### src/rtl/txbrk_pkg.sv
// Shared definitions for the break-capable serial transmitter.
// Assumes nothing beyond a standard SystemVerilog package scope.
package txbrk_pkg;
    // What the shift register takes at a frame boundary.
    typedef enum logic [2:0] {
        LD_IDLE,
        LD_PRE,
        LD_BREAK,
        LD_MARK,
        LD_CHAR
    } load_kind_e;
endpackage

### src/rtl/tx_holding.sv
// Holding register and empty flag.
// A status read taken while empty arms the register, and the next write
// fills it and clears the flag. A write that was not armed is dropped.
// Assumes stat_rd and wr_en are single-cycle strobes.
module tx_holding #(
    parameter int DATA_W = 8
) (
    input  logic              clk,
    input  logic              rst_n,
    input  logic              stat_rd,
    input  logic              wr_en,
    input  logic [DATA_W-1:0] wr_data,
    input  logic              wr_b8,
    input  logic              take,
    output logic [DATA_W-1:0] hold_data,
    output logic              hold_b8,
    output logic              empty
);
    logic armed;

    // Holding contents, empty flag and the read-then-write arming.
    always_ff @(posedge clk) begin
        if (!rst_n) begin
            empty     <= 1'b1;
            armed     <= 1'b0;
            hold_data <= '0;
            hold_b8   <= 1'b0;
        end else begin
            if (take) begin
                empty <= 1'b1;
            end
            if (wr_en && armed) begin
                hold_data <= wr_data;
                hold_b8   <= wr_b8;
                empty     <= 1'b0;
                armed     <= 1'b0;
            end else if (stat_rd && empty) begin
                armed <= 1'b1;
            end
        end
    end
endmodule

### src/rtl/tx_sequencer.sv
// Decides what the shift register loads at each frame boundary.
// Priority: preamble, then break, then the trailing mark bit after a break,
// then a held character. Anything else leaves the line idle.
// Assumes boundary is high when the shifter is idle or on its last bit.
module tx_sequencer
    import txbrk_pkg::*;
(
    input  logic       clk,
    input  logic       rst_n,
    input  logic       active,
    input  logic       tick,
    input  logic       boundary,
    input  logic       brk,
    input  logic       full,
    output load_kind_e kind,
    output logic       take
);
    logic act_q;
    logic pre_pend;
    logic brk_tail;
    logic pre_req;
    logic fire;

    assign pre_req = pre_pend | (active & ~act_q);
    assign fire    = active & tick & boundary;
    assign take    = (kind == LD_CHAR);

    // Select the load at a boundary by fixed priority.
    always_comb begin
        kind = LD_IDLE;
        if (fire) begin
            if (pre_req)       kind = LD_PRE;
            else if (brk)      kind = LD_BREAK;
            else if (brk_tail) kind = LD_MARK;
            else if (full)     kind = LD_CHAR;
        end
    end

    // Track the enable edge, the pending preamble and the owed mark bit.
    always_ff @(posedge clk) begin
        if (!rst_n) begin
            act_q    <= 1'b0;
            pre_pend <= 1'b0;
            brk_tail <= 1'b0;
        end else begin
            act_q <= active;
            if (!active) begin
                pre_pend <= 1'b0;
                brk_tail <= 1'b0;
            end else begin
                if (kind == LD_PRE)  pre_pend <= 1'b0;
                else if (!act_q)     pre_pend <= 1'b1;
                if (kind == LD_BREAK)     brk_tail <= 1'b1;
                else if (kind == LD_MARK) brk_tail <= 1'b0;
            end
        end
    end
endmodule

### src/rtl/tx_shifter.sv
// Shift register and bit counter.
// Sends bit 0 first and refills ones from the top. On a tick at a boundary
// it loads the word the sequencer picked; on other ticks it shifts.
// Assumes long_mode is changed only while idle.
module tx_shifter
    import txbrk_pkg::*;
#(
    parameter int DATA_W = 8
) (
    input  logic              clk,
    input  logic              rst_n,
    input  logic              active,
    input  logic              tick,
    input  load_kind_e        kind,
    input  logic              long_mode,
    input  logic [DATA_W-1:0] data,
    input  logic              b8,
    output logic              serial,
    output logic              boundary
);
    localparam int SH_W  = DATA_W + 3;
    localparam int CNT_W = $clog2(SH_W + 1);
    localparam logic [CNT_W-1:0] FR_LONG  = CNT_W'(SH_W);
    localparam logic [CNT_W-1:0] FR_SHORT = CNT_W'(SH_W - 1);

    logic [SH_W-1:0]  sh;
    logic [CNT_W-1:0] cnt;
    logic [CNT_W-1:0] fr_len;
    logic [SH_W-1:0]  char_word;

    assign fr_len    = long_mode ? FR_LONG : FR_SHORT;
    assign char_word = {1'b1, (long_mode ? b8 : 1'b1), data, 1'b0};
    assign boundary  = (cnt <= CNT_W'(1));
    assign serial    = sh[0];

    // Load, shift or clear the serial word on baud ticks.
    always_ff @(posedge clk) begin
        if (!rst_n || !active) begin
            sh  <= '1;
            cnt <= '0;
        end else if (tick) begin
            if (boundary) begin
                case (kind)
                    LD_PRE:   begin sh <= '1;        cnt <= fr_len;     end
                    LD_BREAK: begin sh <= '0;        cnt <= fr_len;     end
                    LD_MARK:  begin sh <= '1;        cnt <= CNT_W'(1);  end
                    LD_CHAR:  begin sh <= char_word; cnt <= fr_len;     end
                    default:  begin sh <= '1;        cnt <= '0;         end
                endcase
            end else begin
                sh  <= {1'b1, sh[SH_W-1:1]};
                cnt <= cnt - 1'b1;
            end
        end
    end
endmodule

### src/rtl/txbrk_serializer.sv
// Top of the break-capable serial transmitter.
// Joins the holding register, the load sequencer and the shifter, gates the
// line with the module enable and forms the interrupt.
// Assumes baud_tick is a one-cycle strobe from an external rate generator.
module txbrk_serializer
    import txbrk_pkg::*;
#(
    parameter int DATA_W = 8
) (
    input  logic              clk,
    input  logic              rst_n,
    input  logic              en,
    input  logic              tx_en,
    input  logic              long_mode,
    input  logic              baud_tick,
    input  logic              stat_rd,
    input  logic              wr_en,
    input  logic [DATA_W-1:0] wr_data,
    input  logic              wr_b8,
    input  logic              brk,
    input  logic              irq_en,
    output logic              txd,
    output logic              txd_oe,
    output logic              empty,
    output logic              irq
);
    logic              active;
    logic              boundary;
    logic              take;
    logic              serial;
    logic [DATA_W-1:0] hold_data;
    logic              hold_b8;
    load_kind_e        kind;

    assign active = en & tx_en;
    assign txd    = en ? serial : 1'b1;
    assign txd_oe = en;
    assign irq    = irq_en & empty;

    tx_holding #(.DATA_W(DATA_W)) u_hold (
        .clk       (clk),
        .rst_n     (rst_n),
        .stat_rd   (stat_rd),
        .wr_en     (wr_en),
        .wr_data   (wr_data),
        .wr_b8     (wr_b8),
        .take      (take),
        .hold_data (hold_data),
        .hold_b8   (hold_b8),
        .empty     (empty)
    );

    tx_sequencer u_seq (
        .clk      (clk),
        .rst_n    (rst_n),
        .active   (active),
        .tick     (baud_tick),
        .boundary (boundary),
        .brk      (brk),
        .full     (~empty),
        .kind     (kind),
        .take     (take)
    );

    tx_shifter #(.DATA_W(DATA_W)) u_shift (
        .clk       (clk),
        .rst_n     (rst_n),
        .active    (active),
        .tick      (baud_tick),
        .kind      (kind),
        .long_mode (long_mode),
        .data      (hold_data),
        .b8        (hold_b8),
        .serial    (serial),
        .boundary  (boundary)
    );
endmodule

### config.mk
export PLATFORM = sky130hd
export DESIGN_NAME = txbrk_serializer
export DESIGN_NICKNAME = d
export VERILOG_FILES = /design/src/rtl/txbrk_pkg.sv /design/src/rtl/tx_holding.sv /design/src/rtl/tx_sequencer.sv /design/src/rtl/tx_shifter.sv /design/src/rtl/txbrk_serializer.sv
export SDC_FILE = /design/constraint.sdc
export NUM_CORES = 1
export LEC_CHECK = 0
export CELL_PAD_IN_SITES_DETAIL_PLACEMENT = 1
export CELL_PAD_IN_SITES_GLOBAL_PLACEMENT = 1
export CORE_ASPECT_RATIO = 0.7
export CORE_UTILIZATION = 39
export DETAILED_ROUTE_END_ITERATION = 7
export PLACE_DENSITY = 0.87
export SETUP_SLACK_MARGIN = 0.3
export SLEW_MARGIN = 10
export SYNTH_ARGS = -nofsm -noshare
export SYNTH_HDL_FRONTEND = slang
export SYNTH_HIERARCHICAL = 1
export SYNTH_SLANG_ARGS = --single-unit
### constraint.sdc
create_clock -name clk -period 3.4 [get_ports clk]
set_input_delay 0.51 -clock clk [delete_from_list [all_inputs] [get_ports clk]]
set_output_delay 0.51 -clock clk [all_outputs]
set_load 0.03 [all_outputs]
==> flow_metrics.env <==
export IMPL_status="complete, no violations"
export IMPL_min_delay_start="u_hold/hold_data[4]"
export IMPL_clock_tree_buffer_depth=2
export IMPL_layout_common_cells="29 x dfxtp_1, 22 x clkdlybuf4s50_1, 22 x a21oi_1"
export IMPL_ctsHoldBuffers=0
export IMPL_die_h_um=52.4
export IMPL_skew_ns=0.00730
export IMPL_synth_compound_area_share_pct=23.7
export IMPL_final_util_pct=53.8
export IMPL_stdcell_count=242
export IMPL_peakVddDrop_mv=0.204
export IMPL_drtAntennaViolNets=0
export IMPL_crit_family="simple AND/OR/NAND/NOR gates"
export IMPL_drc_errors=0
export IMPL_wl_per_cell_um=15.3
export IMPL_worstPathCellList="inv_1 > ha_1 > nor2_1 > or3_1 > inv_1 > nand3_1 > a21oi_1 > nor3b_2 > nor4_4 > o21ai_0 > a21oi_1"
export IMPL_grt_overflow_total=0
export IMPL_clock_latency_ns=0.27
export IMPL_fin_setup_tns_ns=0
export IMPL_grt_pass1_vias=1312
export IMPL_power_leakage_uw=0.000651
export IMPL_setup_violations_final=0
export IMPL_synth_top_family_by_area="simple AND/OR/NAND/NOR gates"
export IMPL_cts_sinks=29
export IMPL_synth_edf_count=0
export IMPL_ctsHtreeMaxLevel=2
export IMPL_rrSetupSlack_ns=0.46
export IMPL_dpl_hpwl_um=2700
export IMPL_drt_initial_drc_count=70
export IMPL_antenna_found_initial=0
export IMPL_drive_above_1_share_pct=13.3
export IMPL_async_flop_share_pct=0
export IMPL_worstSetupStartpointType="flop"
export IMPL_fmax_mhz=340
export IMPL_die_w_um=74.0
export IMPL_min_delay_path_depth=2
export IMPL_syn_to_final_growth_pct=25.2
export IMPL_synth_seq_area_share_pct=41.0
export IMPL_reg2reg_depth=11
export IMPL_critPathArrivalTime_ns=3.15
export IMPL_syn_area_um2=1420
export IMPL_cap_violations=0
export IMPL_layout_cells_most_common="dfxtp_1"
export IMPL_r2r_start="u_shift/cnt[0]"
export IMPL_rsz0062_at_grt="no"
export IMPL_cpPeakStageDelay_ns=0.40
export IMPL_top_register="u_shift/sh"
export IMPL_worstSetupPathType="reg2reg"
export IMPL_relSlewSlack_pct=68.9
export IMPL_grt_usage_pct=22.3
export IMPL_synth_seq_cells=29
export IMPL_dpl_cell_count=235
export IMPL_largest_reg_flops=11
export IMPL_synthCells=171
export IMPL_synth_area_mux_share_pct=0.707
export IMPL_period_share_pct=86.6
export IMPL_rows=17
export IMPL_synthAdderAreaFrac_pct=1.77
export IMPL_syn_nets=192
export IMPL_grt_max_degree=28
export IMPL_grt_pass1_wl_um=6350
export IMPL_fin_crit_ns=2.94
export IMPL_cts_buffers=5
export IMPL_crit_path_top_delay_cell="a21oi_1"
export IMPL_cellPowerDensity_nw_per_um2=411
export IMPL_worstPathMaxFanout=9
export IMPL_viasPerCell=5.41
export IMPL_core_um2=3300
export IMPL_hp_class="reg2reg"
export IMPL_yosysWarnings=6
export IMPL_start_util_pct=43.0
export IMPL_nets=216
export IMPL_place_gp_congestion=0.845
export IMPL_synth_cell_types=40
export IMPL_dr_total_vias=1309
export IMPL_timing_hold_violations_final=0
export IMPL_totalWireLength_um=3700
export IMPL_diodes=0
export IMPL_drt_first_pass_iters=4
export IMPL_largestRegisters="u_shift/sh x11, u_hold/hold_data x8, u_shift/cnt x4"
export IMPL_cts_tree="built"
export IMPL_synth_xor_area_share_pct=1.24
export IMPL_synth_simple_gate_area_share_pct=26.3
export IMPL_cp_end_kind="flop"
export IMPL_port_buffers=22
export IMPL_slew_viol_final=0
export IMPL_tightest_slew_ns=0.466
export IMPL_synthFlopType="dfxtp_1"
export IMPL_cts_root_buf="clkbuf_8"
export IMPL_cp_required_ns=3.60
export IMPL_timing_rr_end="u_shift/sh[6]"
export IMPL_critPathBufInv=2
export IMPL_min_to="u_hold/hold_data[4]"
export IMPL_dieArea_um2=3880
export IMPL_fillers=395
export IMPL_clk_pin_slew_ns=0.06
export IMPL_avgSynthCellArea_um2=8.28
export IMPL_ioPinCount=23
## cells by family after synthesis
logic type | count (synthesis)
AO/OA/AOI/OAI | 54
XOR/XNOR | 2
adder cells (fa/ha/maj) | 2
buffers and inverters | 15
flip-flops | 29
multiplexers | 1
AND/OR/NAND/NOR | 68
## cells in the mapped netlist, types with 3 or more instances
| cell type | count | area, um2 |
|---|---|---|
| dfxtp_1 | 29 | 581 |
| nand4_1 | 9 | 56.3 |
| a21oi_1 | 22 | 110 |
| o21ai_2 | 10 | 87.6 |
| o21a_1 | 3 | 22.5 |
| buf_2 | 3 | 15.0 |
| nand3_1 | 4 | 20.0 |
| o21ai_0 | 10 | 50.1 |
| nand4b_1 | 3 | 26.3 |
| inv_1 | 6 | 22.5 |
| nor2_1 | 15 | 56.3 |
| nand2_1 | 16 | 60.1 |
## how the worst max path moves through the flow
stage                              start        endpoint  slack, ns  cells past startpoint
after detailed placement  u_shift/cnt[0]   u_shift/sh[8]       0.47                     11
final                     u_shift/cnt[0]   u_shift/sh[6]       0.46                     11
after global routing      u_shift/cnt[0]   u_shift/sh[6]       0.27                     11
after CTS                 u_shift/cnt[0]   u_shift/sh[6]       0.34                     11
after global placement                en   u_shift/sh[5]       0.67                      8
after floorplan           u_shift/cnt[0]  u_shift/sh[10]       0.83                     10
## through the flow
stage               hold WS [ns]  setup WS [ns]  total power (uW)  instance area, um2
floorplan                  0.436          0.830               414                1420
global placement           0.452          0.674               449                1670
detailed placement         0.456          0.472               454                1670
CTS                        0.467          0.341               735                1760
global route               0.483          0.274               764                1770
finish                     0.462          0.457               729                1770
## tightest hold or removal path, delay by kind of cell (launching register included)
kind	cells	cell delay, ns
DFF	1	0.31
and+or+nand+nor	1	0.07
AOI/OAI and AO/OA	1	0.04
## layout make-up
class / count / area (um2) / share of cell area [%]
Clock buffer: 7 / 86.3 / 4.87
Multi-Input combinational cell: 127 / 774 / 43.7
Timing Repair Buffer: 26 / 250 / 14.1
Tap cell: 47 / 58.8 / 3.32
Sequential cell: 29 / 581 / 32.7
Inverter: 6 / 22.5 / 1.27
## where the power goes
part	internal, uW	leakage, uW	switching (uW)
Combinational	42.4	0.000372	48.3
Clock	160	0.0000443	121
Sequential	349	0.000235	8.83
Total	551	0.000651	178
## timing repair
| item | in CTS | in global routing |
|---|---|---|
| endpoints found under the setup margin | 0 | 10 |
| setup buffers | 0 | 0 |
| gates resized for setup | 0 | 2 |
## per-layer routing
layer,wire (um),GRT usage [%]
met4,9,5.77
met1,1790,29.4
met3,111,6.35
met2,1790,35.6
met5,0,0
(Power assumes the default switching activity.)
